`config.mk`:
```
export PLATFORM = sky130hd
export DESIGN_NAME = xirq_unit
export DESIGN_NICKNAME = d
export VERILOG_FILES = /design/src/rtl/xirq_pkg.sv /design/src/rtl/xirq_sync.sv /design/src/rtl/xirq_detect.sv /design/src/rtl/xirq_unit.sv
export SDC_FILE = /design/constraint.sdc
export NUM_CORES = 1
export LEC_CHECK = 0
export BUFFER_PORTS_ARGS = -buffer_cell sky130_fd_sc_hd__buf_4
export CAP_MARGIN = 15
export CORE_MARGIN = 1.5
export CORE_UTILIZATION = 63
export DETAILED_ROUTE_END_ITERATION = 10
export GPL_TIMING_DRIVEN = 0
export PLACE_DENSITY = 0.84
export SLEW_MARGIN = 40
export SYNTH_ARGS = -nofsm -noshare
export SYNTH_HDL_FRONTEND = slang
export SYNTH_SLANG_ARGS = --single-unit
export TNS_END_PERCENT = 1
```
`constraint.sdc`:
```
create_clock -name clk_i -period 4.1 [get_ports clk_i]
set_input_delay 0.205 -clock clk_i [delete_from_list [all_inputs] [get_ports clk_i]]
set_output_delay 0.205 -clock clk_i [all_outputs]
set_load 0.02 [all_outputs]
```
`src/rtl/xirq_pkg.sv`:
```
package xirq_pkg;

  typedef enum logic [1:0] {
    SENSE_LOW  = 2'b00,
    SENSE_FALL = 2'b01,
    SENSE_RISE = 2'b10,
    SENSE_BOTH = 2'b11
  } sense_e;

  localparam logic [1:0] ADDR_MODE_HI = 2'd0;
  localparam logic [1:0] ADDR_MODE_LO = 2'd1;
  localparam logic [1:0] ADDR_FLAGS   = 2'd2;
  localparam logic [1:0] ADDR_ENABLE  = 2'd3;

endpackage

```
`src/rtl/xirq_sync.sv`:
```
module xirq_sync #(
  parameter int W      = 8,
  parameter int STAGES = 2
) (
  input  logic         clk_i,
  input  logic         rst_ni,
  input  logic [W-1:0] d_i,
  output logic [W-1:0] q_o
);

  // Idle level of a request line is high, so the stages reset to ones.
  logic [W-1:0] stg_q [STAGES];

  always_ff @(posedge clk_i or negedge rst_ni) begin
    if (!rst_ni) begin
      for (int s = 0; s < STAGES; s++) stg_q[s] <= '1;
    end else begin
      stg_q[0] <= d_i;
      for (int s = 1; s < STAGES; s++) stg_q[s] <= stg_q[s-1];
    end
  end

  assign q_o = stg_q[STAGES-1];

endmodule

```
`src/rtl/xirq_detect.sv`:
```
module xirq_detect
  import xirq_pkg::*;
(
  input  logic   clk_i,
  input  logic   rst_ni,
  input  logic   lvl_i,
  input  sense_e mode_i,
  input  logic   reload_i,
  output logic   evt_o
);

  logic hist_q;
  logic hist_d;
  logic cond;

  // History always follows the synchronised level; a mode change reloads it
  // with that same level while the comparison of this clock is discarded.
  assign hist_d = lvl_i;

  always_comb begin
    case (mode_i)
      SENSE_LOW:  cond = !lvl_i;
      SENSE_FALL: cond = hist_q && !lvl_i;
      SENSE_RISE: cond = !hist_q && lvl_i;
      SENSE_BOTH: cond = hist_q ^ lvl_i;
      default:    cond = 1'b0;
    endcase
  end

  assign evt_o = cond && !reload_i;

  always_ff @(posedge clk_i or negedge rst_ni) begin
    if (!rst_ni) hist_q <= 1'b1;
    else         hist_q <= hist_d;
  end

  AST_RISE_EDGE: assert property (@(posedge clk_i) disable iff (!rst_ni)
    (mode_i == SENSE_RISE && evt_o) |-> (lvl_i && !$past(lvl_i)));
  AST_FALL_EDGE: assert property (@(posedge clk_i) disable iff (!rst_ni)
    (mode_i == SENSE_FALL && evt_o) |-> (!lvl_i && $past(lvl_i)));
  AST_BOTH_EDGE: assert property (@(posedge clk_i) disable iff (!rst_ni)
    (mode_i == SENSE_BOTH && evt_o) |-> (lvl_i != $past(lvl_i)));

endmodule

```
`src/rtl/xirq_unit.sv`:
```
module xirq_unit
  import xirq_pkg::*;
#(
  parameter int DW          = 8,
  parameter int SYNC_STAGES = 2
) (
  input  logic          clk_i,
  input  logic          rst_ni,
  input  logic          standby_i,
  input  logic [DW-1:0] req_i,
  input  logic [1:0]    bus_addr_i,
  input  logic          bus_we_i,
  input  logic [DW-1:0] bus_wdata_i,
  output logic [DW-1:0] bus_rdata_o,
  output logic          irq_o
);

  localparam int FIELDS = DW / 2;
  localparam int N_IN   = 2 * FIELDS;

  // Reset: asserted asynchronously, released on the clock.
  logic [1:0] rst_pipe_q;
  logic       rst_s_n;

  always_ff @(posedge clk_i or negedge rst_ni) begin
    if (!rst_ni) rst_pipe_q <= 2'b00;
    else         rst_pipe_q <= {rst_pipe_q[0], 1'b1};
  end
  assign rst_s_n = rst_pipe_q[1];

  // Registers.
  logic [DW-1:0]   mode_hi_q, mode_hi_d;
  logic [DW-1:0]   mode_lo_q, mode_lo_d;
  logic [N_IN-1:0] flag_q, flag_d;
  logic [DW-1:0]   en_q, en_d;
  logic            mode_hi_ce, mode_lo_ce, en_ce;

  logic            flag_wr;
  logic [N_IN-1:0] clr_mask;
  logic [N_IN-1:0] lvl_s;
  logic [N_IN-1:0] evt;
  logic [N_IN-1:0] reload;
  logic [2*N_IN-1:0] mode_all_q, mode_all_d;

  xirq_sync #(.W(N_IN), .STAGES(SYNC_STAGES)) i_sync (
    .clk_i  (clk_i),
    .rst_ni (rst_s_n),
    .d_i    (req_i),
    .q_o    (lvl_s)
  );

  // Control register next state.
  always_comb begin
    mode_hi_d  = mode_hi_q;
    mode_lo_d  = mode_lo_q;
    en_d       = en_q;
    mode_hi_ce = 1'b0;
    mode_lo_ce = 1'b0;
    en_ce      = 1'b0;
    if (standby_i) begin
      mode_hi_d  = '0;
      mode_lo_d  = '0;
      en_d       = '0;
      mode_hi_ce = 1'b1;
      mode_lo_ce = 1'b1;
      en_ce      = 1'b1;
    end else if (bus_we_i) begin
      case (bus_addr_i)
        ADDR_MODE_HI: begin mode_hi_d = bus_wdata_i; mode_hi_ce = 1'b1; end
        ADDR_MODE_LO: begin mode_lo_d = bus_wdata_i; mode_lo_ce = 1'b1; end
        ADDR_ENABLE:  begin en_d      = bus_wdata_i; en_ce      = 1'b1; end
        default: ;
      endcase
    end
  end

  assign mode_all_q = {mode_hi_q, mode_lo_q};
  assign mode_all_d = {mode_hi_d, mode_lo_d};

  // Per-input detectors.
  for (genvar i = 0; i < N_IN; i++) begin : g_det
    assign reload[i] = (mode_all_d[2*i +: 2] != mode_all_q[2*i +: 2]);

    xirq_detect i_det (
      .clk_i    (clk_i),
      .rst_ni   (rst_s_n),
      .lvl_i    (lvl_s[i]),
      .mode_i   (sense_e'(mode_all_q[2*i +: 2])),
      .reload_i (reload[i]),
      .evt_o    (evt[i])
    );
  end

  // Flag next state: standby over event over clear.
  assign flag_wr  = bus_we_i && (bus_addr_i == ADDR_FLAGS);
  assign clr_mask = flag_wr ? ~bus_wdata_i : '0;

  always_comb begin
    if (standby_i) flag_d = '0;
    else           flag_d = evt | (flag_q & ~clr_mask);
  end

  always_ff @(posedge clk_i or negedge rst_s_n) begin
    if (!rst_s_n) begin
      mode_hi_q <= '0;
      mode_lo_q <= '0;
      en_q      <= '0;
      flag_q    <= '0;
    end else begin
      if (mode_hi_ce) mode_hi_q <= mode_hi_d;
      if (mode_lo_ce) mode_lo_q <= mode_lo_d;
      if (en_ce)      en_q      <= en_d;
      flag_q <= flag_d;
    end
  end

  // Read path and combined request.
  always_comb begin
    case (bus_addr_i)
      ADDR_MODE_HI: bus_rdata_o = mode_hi_q;
      ADDR_MODE_LO: bus_rdata_o = mode_lo_q;
      ADDR_FLAGS:   bus_rdata_o = flag_q;
      default:      bus_rdata_o = en_q;
    endcase
  end

  assign irq_o = |(flag_q & en_q);

  // Assertions.
  AST_STANDBY_ZERO: assert property (@(posedge clk_i) disable iff (!rst_s_n)
    standby_i |=> (mode_hi_q == '0 && mode_lo_q == '0 && flag_q == '0 && en_q == '0));
  AST_IRQ_MASKED: assert property (@(posedge clk_i) disable iff (!rst_s_n)
    (en_q == '0) |-> !irq_o);

  for (genvar i = 0; i < N_IN; i++) begin : g_chk
    AST_FLAG_CAUSE: assert property (@(posedge clk_i) disable iff (!rst_s_n)
      $rose(flag_q[i]) |-> $past(evt[i]));
    AST_CLEAR_ZERO: assert property (@(posedge clk_i) disable iff (!rst_s_n)
      (flag_wr && !bus_wdata_i[i] && !evt[i] && !standby_i) |=> !flag_q[i]);
    AST_EVENT_WINS: assert property (@(posedge clk_i) disable iff (!rst_s_n)
      (evt[i] && !standby_i) |=> flag_q[i]);
    AST_LEVEL_SETS: assert property (@(posedge clk_i) disable iff (!rst_s_n)
      (mode_all_q[2*i +: 2] == 2'b00 && !lvl_s[i] && !reload[i] && !standby_i) |=> flag_q[i]);
    AST_MODE_CHANGE_QUIET: assert property (@(posedge clk_i) disable iff (!rst_s_n)
      (reload[i] && !flag_q[i]) |=> !flag_q[i]);
  end

endmodule

```
; Yosys cells after proc, flatten, opt, wreduce, memory -nomap -nowiden
; Index checks and enable logic that the tools add are counted.
[op_classes]
mux = 29
n_reduce_logical = 62
eq_ne = 35
bitwise = 13
[ops]
columns = operator, n
row1 = two-way mux 8 bit, 11
row2 = "== test 2 bit, second input constant", 18
row3 = case mux 1 bit (4 select lines), 8
row4 = logical AND 1 bit, 25
row5 = zero test 1 bit, 24
row6 = case mux 8 bit (3 select lines), 1
row7 = "== test 2 x 1 -> 1 bit, second input constant", 9
row8 = zero test 2 bit, 9
row9 = AND 8 bit, 2
row10 = != test 2 bit, 8
row11 = NOT 8 bit, 2
row12 = two-way mux 1 bit, 9
row13 = OR 8 bit, 1
row14 = OR reduction 8 bit, 1
row15 = bitwise XOR 1 bit, 8
row16 = nonzero test 2 bit, 2
row17 = AND reduction 3 bit, 1
[totals]
word_cells = 154
register_bits = 58
output_inout_bits = 9
input_bits = 22

; Depth between registers and ports, before layout
; Gate-level depths: netlist (run 1).
[logic_depth]
depth_word = 9
depth_mapped = 6
ltp_nobuf = 6

; By module
; Synthesis (run 1) repeated with hierarchy kept, for this count alone.
[hier_totals]
cells_unflattened = 300
area_unflattened_um2 = 3191.8
[by_module_without_submodules]
columns = mod, area_per_inst_um2, cells_each, instances, seq_area_each_um2
row1 = xirq_unit, 1920.6, 212, 1, 850.8
row2 = xirq_detect, 98.8, 8, 8, 26.3
row3 = xirq_sync, 480.5, 24, 1, 420.4

; Worst setup path after synthesis (run 1)
; Ideal clock, no wire load.
[synth_timing]
path_kind = register to register
startpoint = reg g_det[4].i_det.hist_q
endpoint = reg flag_q[4]
path_buffers = 0
setup_time_ps = 124
t_required_ps = 3976
arrival_ps = 1322
synth_period_minus_slack_ps = 1446
path_slack_ps = 2654
path_stages_with_launch = 7
path_cell_list = dfstp_2 -> inv_1 -> ha_1 -> nand2_1 -> o211ai_1 -> mux2i_1 -> a211o_1
[synth_between]
elab_chain_cells = 6
word_cells_on_any_way = 8
cone_classes = 2 x mux / 2 x bitwise / 4 x reduce/logical
[synth_rtl]
columns = element, line_no
row1 = "start, declared", xirq_detect.sv:12  ; logic hist_q;
row2 = "start signal, assigned", xirq_detect.sv:34  ; else hist_q <= hist_d;
row3 = zero test 1 bit, xirq_detect.sv:24  ; SENSE_RISE: cond = !hist_q && lvl_i;
row4 = logical AND 1 bit, xirq_detect.sv:24
row5 = case mux 1 bit (4 select lines) *, xirq_detect.sv:21  ; case (mode_i)
row6 = logical AND 1 bit *, xirq_detect.sv:30  ; assign evt_o = cond && !reload_i;
row7 = OR 8 bit *, xirq_unit.sv:100  ; else flag_d = evt | (flag_q & ~clr_mask);
row8 = two-way mux 8 bit *, xirq_unit.sv:99  ; if (standby_i) flag_d = '0;
row9 = via flag_d[4], xirq_unit.sv:34  ; logic [N_IN-1:0] flag_q, flag_d;
row10 = "end signal, assigned", xirq_unit.sv:113  ; flag_q <= flag_d;
row11 = "end, declared", xirq_unit.sv:34
; The timed path passes the listed nets; every way through them passes the cells marked *.
; A chain may end at the register's enable or synchronous reset.

; Final worst setup path (run 1)
[layout_timing]
startpoint = reg mode_hi_q[4]
endpoint = out bus_rdata_o[4]
[layout_between]
elab_chain_cells = 1
[layout_rtl]
columns = element, line_no
row1 = "start, declared", xirq_unit.sv:32  ; logic [DW-1:0] mode_hi_q, mode_hi_d;
row2 = "start signal, assigned", xirq_unit.sv:110  ; if (mode_hi_ce) mode_hi_q <= mode_hi_d;
row3 = case mux 8 bit (3 select lines), xirq_unit.sv:119  ; case (bus_addr_i)
row4 = "end, declared", xirq_unit.sv:14  ; output logic [DW-1:0] bus_rdata_o,
; No other way between the ends.

==> flow_summary_export.csv, run 1 <==
group,metric,value,unit
die,ios,31,
timing,max_freq,593.3,MHz
yosys,synth_warnings,0,
yosys,synth_edf_count,0,
power,pwr-share-comb,13.0,%
clocking,clk_latency,0.33,ns
yosys,yosysUniqueCellTypes,28,
power,p_sw_share,24.54,%
critical_path,worstPathMaxFanout,7,
timing,period_needed,1.685,ns
clocking,clkTransAtPathRegs,0.07,ns
layout,antenna_cells,0,
run_status,status,"finished, violations left",
run_status,failed_checks,"design-rule violations",
clocking,cts.sinks,58,
layout,nNetsFinal,351,
critical_path,crit_type,"reg -> out",
clocking,cts_buffers,9,
power,intPower,1.062,mW
critical_path,crit_path_start,"mode_hi_q[4]",
grt,grt_pass1_wl,10.69,mm
grt,grt_max_degree,37,
layout,mostFrequentLayoutCells,"40 x nor2_1, 33 x dfrtp_1, 32 x buf_4, 32 x mux2i_1, 24 x dfstp_2",
power,ir_drop,0.2529,mV
detailed_routing,vias_per_cell,5.914,
placed_design,gp_congestion,0.8583,
yosys,async_reset_ff_share,100.0,%
detailed_routing,drt_iter0_drc,228,
critical_path,path_cells,"mux4_2 > buf_4",
die,placementRows,24,
layout,final_common_cell,"nor2_1",
worst_hold_path,holdCritStartpoint,"bus_wdata_i[0]",
critical_path,worst_ep_arrival_time,1.48,ns
critical_path,crit_cells,2,
layout,drive_gt1_share,29.56,%
run,cap_violations,0,
clocking,clockRootBuffer,"clkbuf_8",
detailed_routing,first_pass_iters,8,
timing,setup_violations,0,
detailed_routing,ant_nets,0,
power,leakagePower,1.824,nW
yosys,syn_area,2982,µm²
worst_hold_path,hold_depth,3,
detailed_routing,routed_wl,6.457,mm
grt,antenna_found_initial,0,
detailed_routing,drc,2,
detailed_routing,vias,2188,
critical_path,critPathTopFamily,"multiplexers",
clocking,cts_setup_buffers,0,
power,power_frac_clock,41.0,%
power,power_density,390.5,nW/µm²
yosys,postSynthAreaPerCell,11.38,µm²
critical_path,reg2reg_from,"g_det[1].i_det.hist_q",
layout,instances_no_fill,370,
yosys,synth_fp_nets,300,
power,pwr-share-seq,46.0,%
critical_path,crit_required,3.89,ns
timing,rsz0062_at_grt,"false",
critical_path,crit_buf_inv,1,
yosys,ys_seq_area_share,49.69,%
timing,finalCritPeriodShare,41.11,%
critical_path,worstRegToRegCells,6,
timing,skew,0.004321,ns
timing,fin_tns_setup,0,ns
die,die_w,71.80,µm
critical_path,worst_path_max_delay_cell,"mux4_2",
die,die_y,71.80,µm
clocking,clockBufferDepth,2,
critical_path,slowest_delay,0.50,ns
detailed_routing,wire_per_inst,17.45,µm
die,coreArea,4444,µm²
critical_path,cp-end-kind,"output pin",
timing,final-hold-violation-count,0,
clocking,post_cts_resized,0,
power,switchingPower,345.4,µW
clocking,cts_tree,"built",
layout,nFillCells,279,
critical_path,worstSetupStartpointType,"flip-flop",
layout,multiInputGateArea,1394,µm²
worst_hold_path,hold_path.class,"in -> reg",
yosys,ys_ff_latch,58,
clocking,htree_levels,3,
layout,syn_to_final_growth,20.90,%
grt,grtUsageTotal,28.09,%
timing,worst_slew_pin_slew,0.5805,ns
die,start_util,67.09,%
layout,regArea,1485,µm²
timing,maxSlewViolCount,0,
die,dieArea,5155,µm²
placed_design,numPortBuffers,30,
grt,grt_pass1_vias,2235,
grt,grt-ovfl-total,0,
timing,maxSlewHeadroom,61.30,%
placed_design,hpwl,4.234,mm
placed_design,place_inst,345,
yosys,ys.flop_type,"dfrtp_1",
yosys,syn_inst,262,
[worst min-delay path, stage by stage]
cell,delay (ns)
buf_4,0.12
mux2i_1,0.07
nor2_1,0.08
[per-stage QoR]
stage,worst slack (ns),utilization (%),total power [mW],cell area (µm²),hold slack (ns)
floorplan,2.408,-,0.7567,2982,-0.09059
global placement,1.785,73.62,0.8190,3272,-0.01263
detailed placement,2.556,74.16,0.8291,3296,-0.01102
CTS,2.411,81.11,1.419,3605,0.1721
global route,2.388,81.11,1.464,3605,0.1716
finish,2.415,81.11,1.407,3605,0.1842
[synth_stat cells (16+ instances only)]
cell,count,share of area [%]
ha_1,16,6.7
nor2_1,40,5.0
inv_1,16,2.0
dfstp_2,24,21
mux2i_1,32,11
nand2_1,16,2.0
dfrtp_1,34,29
[layout make-up]
| class | count | area share [%] |
|---|---|---|
| Multi-Input combinational cell | 180 | 38.67 |
| Timing Repair Buffer | 40 | 9.302 |
| Tap cell | 52 | 1.805 |
| Sequential cell | 58 | 41.20 |
| Buffer | 8 | 1.284 |
| Clock buffer | 11 | 3.922 |
| Clock inverter | 5 | 2.152 |
| Inverter | 16 | 1.666 |
[state kept, by name (all words and copies together) (netlist names)]
signal / count
flag_q: 8
i_sync.q_o: 8
i_sync.stg_q: 8
mode_hi_q: 8
en_q: 8
g_det.i_det.hist_q: 8
rst_pipe_q: 2
mode_lo_q: 8
[path summary, 6_finish.rpt]
check	to	slack, ns
worst max-delay path	bus_rdata_o[4]	2.41
worst min-delay path	mode_hi_q[0]	0.18
worst max register to register	flag_q[1]	2.53
worst min register to register	mode_hi_q[6]	0.22
max in group asynchronous	g_det[5].i_det.hist_q	3.34
min in group asynchronous	rst_pipe_q[1]	0.19
[repair_timing]
action / in CTS / in global routing
endpoints found under the setup margin: 0 / 0
hold endpoints to repair: 10 / 0
hold buffers: 9 / 0
[per-layer routing]
metal	global-route usage [%]	vias up	share of wire, %
li1	-	1011	-
met1	36.31	1088	42
met2	46.19	79	50
met3	8.720	10	6.7
met4	7.966	0	1.4
met5	0	-	0
[power by group through the flow]
stage | sequential (mW) | combinational [mW] | clock [mW]
after CTS | 0.647 | 0.184 | 0.588
after global placement | 0.659 | 0.160 | 0
after detailed placement | 0.655 | 0.174 | 0
after global routing | 0.651 | 0.200 | 0.613
final | 0.647 | 0.183 | 0.577
after floorplan | 0.648 | 0.108 | 0
[logic make-up after synthesis]
kind of cell,after synthesis,synth area share [%]
adder cells (fa/ha/maj),16,6.714
buffers and inverters,24,3.567
AND/OR/NAND/NOR,71,10.70
flip-flops,58,49.69
other,1,0.1258
AO/OA/AOI/OAI,44,10.07
multiplexers,40,16.79
XOR/XNOR,8,2.350
No activity file was read; power rests on OpenSTA's default activity.
==> run 2: changes to the inputs <==
- CORE_UTILIZATION: 63 -> 53
- PLACE_DENSITY: 0.84 -> 0.75
- clock period: 4.1 -> 1.44 ns (I/O delays scaled with it)
==> flow_summary_export.csv, run 2 (synthesized netlist as in run 1, its figures left out) <==
group,metric,value,unit
placed_design,numPortBuffers,30,
worst_hold_path,holdCritStartpoint,"bus_wdata_i[4]",
timing,finalCritPeriodShare,103.0,%
worst_hold_path,holdPathEnd,"mode_lo_q[4]",
run_status,status,"finished, violations left",
detailed_routing,vias,2192,
die,die_y,78.01,µm
timing,period_needed,1.483,ns
critical_path,worstPathMaxFanout,2,
clocking,clockRootBuffer,"clkbuf_8",
critical_path,worstRegToRegCells,6,
grt,grt_pass1_vias,2261,
critical_path,crit_required,1.67,ns
critical_path,crit_cells,6,
layout,stdcell_area,3794,µm²
critical_path,worstSetupStartpointType,"flip-flop",
clocking,cts.sinks,58,
detailed_routing,first_pass_iters,4,
worst_hold_path,hold_depth,3,
worst_hold_path,hold_path.class,"in -> reg",
placed_design,place_area,3301,µm²
layout,drive_gt1_share,39.45,%
grt,antenna_found_initial,0,
clocking,clk_latency,0.34,ns
layout,nFillCells,408,
detailed_routing,drt_iter0_drc,185,
grt,grtUsageTotal,25.20,%
layout,nNetsFinal,360,
clocking,cts_tree,"built",
die,coreArea,5473,µm²
detailed_routing,drc,0,
critical_path,r2r_slack,-0.04,ns
power,power_density,1004,nW/µm²
critical_path,crit_buf_inv,1,
clocking,clkTransAtPathRegs,0.07,ns
timing,finalWorstSetupSlack,-0.04312,ns
timing,max_freq,674.3,MHz
die,die_w,78.01,µm
layout,instances_no_fill,399,
placed_design,gp_congestion,0.8072,
detailed_routing,routed_wl,6.681,mm
critical_path,worst_ep_arrival_time,1.71,ns
critical_path,reg2reg_to,"flag_q[4]",
timing,skew,0.008939,ns
critical_path,reg2reg_from,"g_det[4].i_det.hist_q",
timing,maxSlewHeadroom,51.24,%
detailed_routing,ant_nets,0,
layout,final_common_cell,"nor2_1",
detailed_routing,wire_per_inst,16.74,µm
timing,worst_slew_pin_slew,0.7315,ns
timing,maxSlewViolCount,0,
run,cap_violations,0,
critical_path,worst_path_max_delay_cell,"dfstp_2",
power,ir_drop,0.6265,mV
layout,syn_to_final_growth,27.23,%
grt,grt-ovfl-total,0,
power,leakagePower,1.841,nW
layout,mostFrequentLayoutCells,"40 x nor2_1, 34 x buf_4, 32 x mux2i_1, 25 x dfrtp_1, 24 x dfstp_2",
detailed_routing,vias_per_cell,5.494,
die,start_util,54.48,%
clocking,clockBufferDepth,2,
critical_path,cp-end-kind,"flip-flop",
timing,setup_violations,15,
critical_path,path_cells,"inv_2 > ha_4 > nand2_2 > o211ai_1 > a21oi_1 > a211o_1",
placed_design,dpl_worst_slack,-0.1001,ns
die,placementRows,27,
die,dieArea,6085,µm²
placed_design,hpwl,4.188,mm
critical_path,crit_type,"reg -> reg",
grt,grt_pass1_wl,11.41,mm
run_status,failed_checks,"negative setup slack",
clocking,cts_buffers,9,
die,ios,31,
layout,antenna_cells,0,
critical_path,slowest_delay,0.55,ns
placed_design,place_inst,364,
timing,final-hold-violation-count,0,
grt,grt_max_degree,57,
timing,rsz0062_at_grt,"true",
critical_path,critPathTopFamily,"flip-flops",
power,power.total,3.808,mW
clocking,htree_levels,3,
run 2: cell count changes in the layout (fill, tap and decap cells not counted), moves of 8 or more:
cell	change
buf_6	+8
dfrtp_1	-8
dfrtp_2	+8
ha_1	-8
ha_4	+8
inv_1	-9
inv_2	+9
run 2: layout make-up:
class,instances,area (µm²),share of cell area (%)
clock inverters,2,10.01,0.2639
flip-flops and latches,58,1495,39.41
clock buffers,14,172.7,4.551
multi-input cells,180,1499,39.51
repair buffers,49,420.4,11.08
inverters,16,60.06,1.583
plain buffers,8,46.29,1.220
well taps,72,90.09,2.375
run 2: layer usage:
metal,up-vias,global-route usage [%],wire (µm)
met5,-,0,0
met4,0,11.25,80
met2,65,38.61,3274
met1,1093,33.46,2904
li1,1027,-,-
met3,7,6.941,421
run 2: repair_timing:
item / in CTS / in global routing
hold endpoints to repair: 10 / 0
hold buffers: 9 / 0
pin swaps: 27 / 0
setup buffers: 10 / 0
gates resized for setup: 34 / 1
endpoints found under the setup margin: 16 / 17
run 2: where the power goes:
part           leakage [nW]  internal, mW  total, mW  switching, mW
Sequential            0.690          1.75       1.86          0.106
Clock                0.0965         0.761       1.39          0.630
Combinational          1.05         0.292      0.561          0.269
Total                  1.84          2.80       3.81           1.00
run 2: how the worst max path moves through the flow:
stage | start | endpoint | slack (ns)
after floorplan | g_det[4].i_det.hist_q | flag_q[4] | -0.006
after global placement | g_det[4].i_det.hist_q | flag_q[4] | -0.07
after detailed placement | g_det[4].i_det.hist_q | flag_q[4] | -0.10
after CTS | flag_q[6] | bus_rdata_o[6] | -0.04
after global routing | g_det[6].i_det.hist_q | flag_q[6] | -0.11
final | g_det[4].i_det.hist_q | flag_q[4] | -0.04
run 2: per-stage QoR:
step                      setup TNS, ns  util (%)  hold slack (ns)
after detailed placement        -0.5761     60.31          -0.1441
final                           -0.2746     69.32          0.04524
after global routing             -1.139     69.32          0.04278
after floorplan                -0.03054         -          -0.2236
after global placement          -0.4058     60.27          -0.1454
after CTS                       -0.3197     69.32          0.03527
run 2: tightest hold or removal path, delay by kind of cell:
kind / cells / cell delay, ns
multiplexers: 1 / 0.07
AND/OR/NAND/NOR: 1 / 0.08
buffers and inverters: 1 / 0.13
==> run 3: changes to the inputs <==
- CELL_PAD_IN_SITES_DETAIL_PLACEMENT: unset -> 1
- CELL_PAD_IN_SITES_GLOBAL_PLACEMENT: unset -> 1
- CORE_UTILIZATION: 53 -> 42
- PLACE_DENSITY: 0.75 -> 0.74
==> flow_summary_export.csv, run 3 (synthesized netlist as in run 1, its figures left out) <==
group,metric,value,unit
grt,grtUsageTotal,21.83,%
timing,maxSlewViolCount,0,
critical_path,worstPathMaxFanout,2,
power,power.total,3.939,mW
critical_path,worst_ep_arrival_time,1.73,ns
timing,period_needed,1.506,ns
placed_design,place_area,3331,µm²
timing,finalWorstSetupSlack,-0.06614,ns
die,ios,31,
clocking,clockRootBuffer,"clkbuf_8",
detailed_routing,wire_per_inst,16.96,µm
layout,final_common_cell,"nor2_1",
critical_path,path_cells,"inv_2 > ha_4 > nand2_1 > o211ai_1 > mux2i_1 > a211o_1",
detailed_routing,first_pass_iters,4,
power,leakagePower,1.860,nW
grt,grt_pass1_wl,12.14,mm
die,coreArea,6832,µm²
run_status,failed_checks,"negative setup slack",
timing,final-hold-violation-count,0,
run_status,status,"finished, violations left",
critical_path,crit_required,1.67,ns
die,die_w,87.26,µm
die,dieArea,7613,µm²
clocking,cts.sinks,58,
timing,maxSlewHeadroom,51.70,%
timing,worst_slew_pin_slew,0.7245,ns
power,power_frac_clock,38.3,%
power,intPower,2.941,mW
critical_path,cp-end-kind,"flip-flop",
die,start_util,43.64,%
power,p_sw_share,25.33,%
clocking,cts_tree,"built",
timing,rsz0062_at_grt,"true",
layout,antenna_cells,0,
detailed_routing,routed_wl,7.209,mm
worst_hold_path,hold_path.class,"in -> async",
detailed_routing,vias,2232,
clocking,clockBufferDepth,2,
detailed_routing,drc,0,
placed_design,numPortBuffers,30,
layout,nNetsFinal,362,
power,pwr-share-comb,14.5,%
clocking,cts_buffers,9,
power,power_density,1021,nW/µm²
timing,finalCritPeriodShare,104.6,%
layout,stdcell_area,3859,µm²
critical_path,crit_path_start,"g_det[5].i_det.hist_q",
detailed_routing,drt_iter0_drc,105,
power,pwr-share-seq,47.3,%
critical_path,crit_type,"reg -> reg",
placed_design,gp_congestion,0.7741,
detailed_routing,vias_per_cell,5.252,
clocking,htree_levels,3,
critical_path,worst_path_max_delay_cell,"dfstp_2",
grt,grt-ovfl-total,0,
clocking,clk_latency,0.34,ns
grt,antenna_found_initial,0,
critical_path,r2r_slack,-0.07,ns
critical_path,slowest_delay,0.54,ns
placed_design,hpwl,4.738,mm
layout,mostFrequentLayoutCells,"40 x nor2_1, 36 x buf_4, 32 x mux2i_1, 25 x dfrtp_1, 24 x dfstp_2",
power,ir_drop,0.6486,mV
critical_path,worstSetupStartpointType,"flip-flop",
timing,setup_violations,15,
grt,grt_pass1_vias,2392,
timing,skew,0.008525,ns
grt,grt_max_degree,57,
run,cap_violations,0,
critical_path,reg2reg_from,"g_det[5].i_det.hist_q",
layout,drive_gt1_share,40.12,%
clocking,clkTransAtPathRegs,0.06,ns
layout,syn_to_final_growth,29.42,%
die,placementRows,30,
timing,max_freq,663.9,MHz
die,die_y,87.26,µm
layout,nFillCells,737,
power,switchingPower,997.9,µW
detailed_routing,ant_nets,0,
==> run 3: what timing repair did <==
item / 4_1_cts / 5_1_grt
hold buffers: 9 / 0
setup buffers: 12 / 0
gates resized for setup: 32 / 5
gates cloned: 0 / 0
setup endpoints to repair: 17 / 17
pin swaps: 20 / 3
hold endpoints to repair: 10 / 0
==> run 3: path summary, 6_finish.rpt <==
path	end	cells past startpoint
max	flag_q[5]	6
min	rst_pipe_q[1]	2
max reg2reg	flag_q[5]	6
min reg2reg	i_sync.q_o[7]	0
max in group asynchronous	mode_hi_q[2]	0
min in group clk_i	mode_hi_q[7]	3
==> run 3: power groups by stage <==
| stage | combinational, mW | clock (mW) | sequential [mW] |
|---|---|---|---|
| after floorplan | 0.308 | 0 | 1.85 |
| after global placement | 0.467 | 0 | 1.88 |
| after detailed placement | 0.481 | 0 | 1.89 |
| after CTS | 0.570 | 1.55 | 1.86 |
| after global routing | 0.627 | 1.63 | 1.88 |
| final | 0.570 | 1.51 | 1.86 |
==> run 3: routing by layer <==
layer  wire (µm)  up-vias  GRT usage [%]
met3         314        7          5.118
met4          69        0          7.359
li1            -     1026              -
met1        3266     1143          28.55
met2        3559       56          35.73
met5           0        -              0
==> run 3: final cells by class <==
| class | instances | area, µm² | share of cell area [%] |
|---|---|---|---|
| plain buffers | 8 | 46.29 | 1.200 |
| clock buffers | 14 | 162.7 | 4.215 |
| clock inverters | 2 | 35.03 | 0.9079 |
| inverters | 16 | 60.06 | 1.556 |
| multi-input cells | 180 | 1504 | 38.98 |
| flip-flops and latches | 58 | 1495 | 38.75 |
| well taps | 96 | 120.1 | 3.113 |
| repair buffers | 51 | 435.4 | 11.28 |
==> run 3: metrics by stage <==
stage | setup WS [ns] | hold WS, ns | utilization [%] | instances | setup TNS [ns]
final | -0.06614 | 0.04767 | 56.48 | 425 | -0.4885
after global routing | -0.1653 | 0.04848 | 56.48 | 425 | -1.420
after CTS | -0.06032 | 0.03645 | 56.12 | 425 | -0.5264
after detailed placement | -0.1172 | -0.1428 | 48.75 | 388 | -0.7119
after global placement | -0.06374 | -0.1454 | 48.72 | 388 | -0.4130
after floorplan | -0.006119 | -0.2236 | - | 262 | -0.03054
==> run 3: worst max-delay path, delay by kind of cell, from the launching register on <==
| family | cells | cell delay [ns] |
|---|---|---|
| flip-flops | 1 | 0.54 |
| AO/OA/AOI/OAI | 2 | 0.39 |
| multiplexers | 1 | 0.12 |
| AND/OR/NAND/NOR | 1 | 0.04 |
| buffers and inverters | 1 | 0.04 |
| adder cells (fa/ha/maj) | 1 | 0.25 |
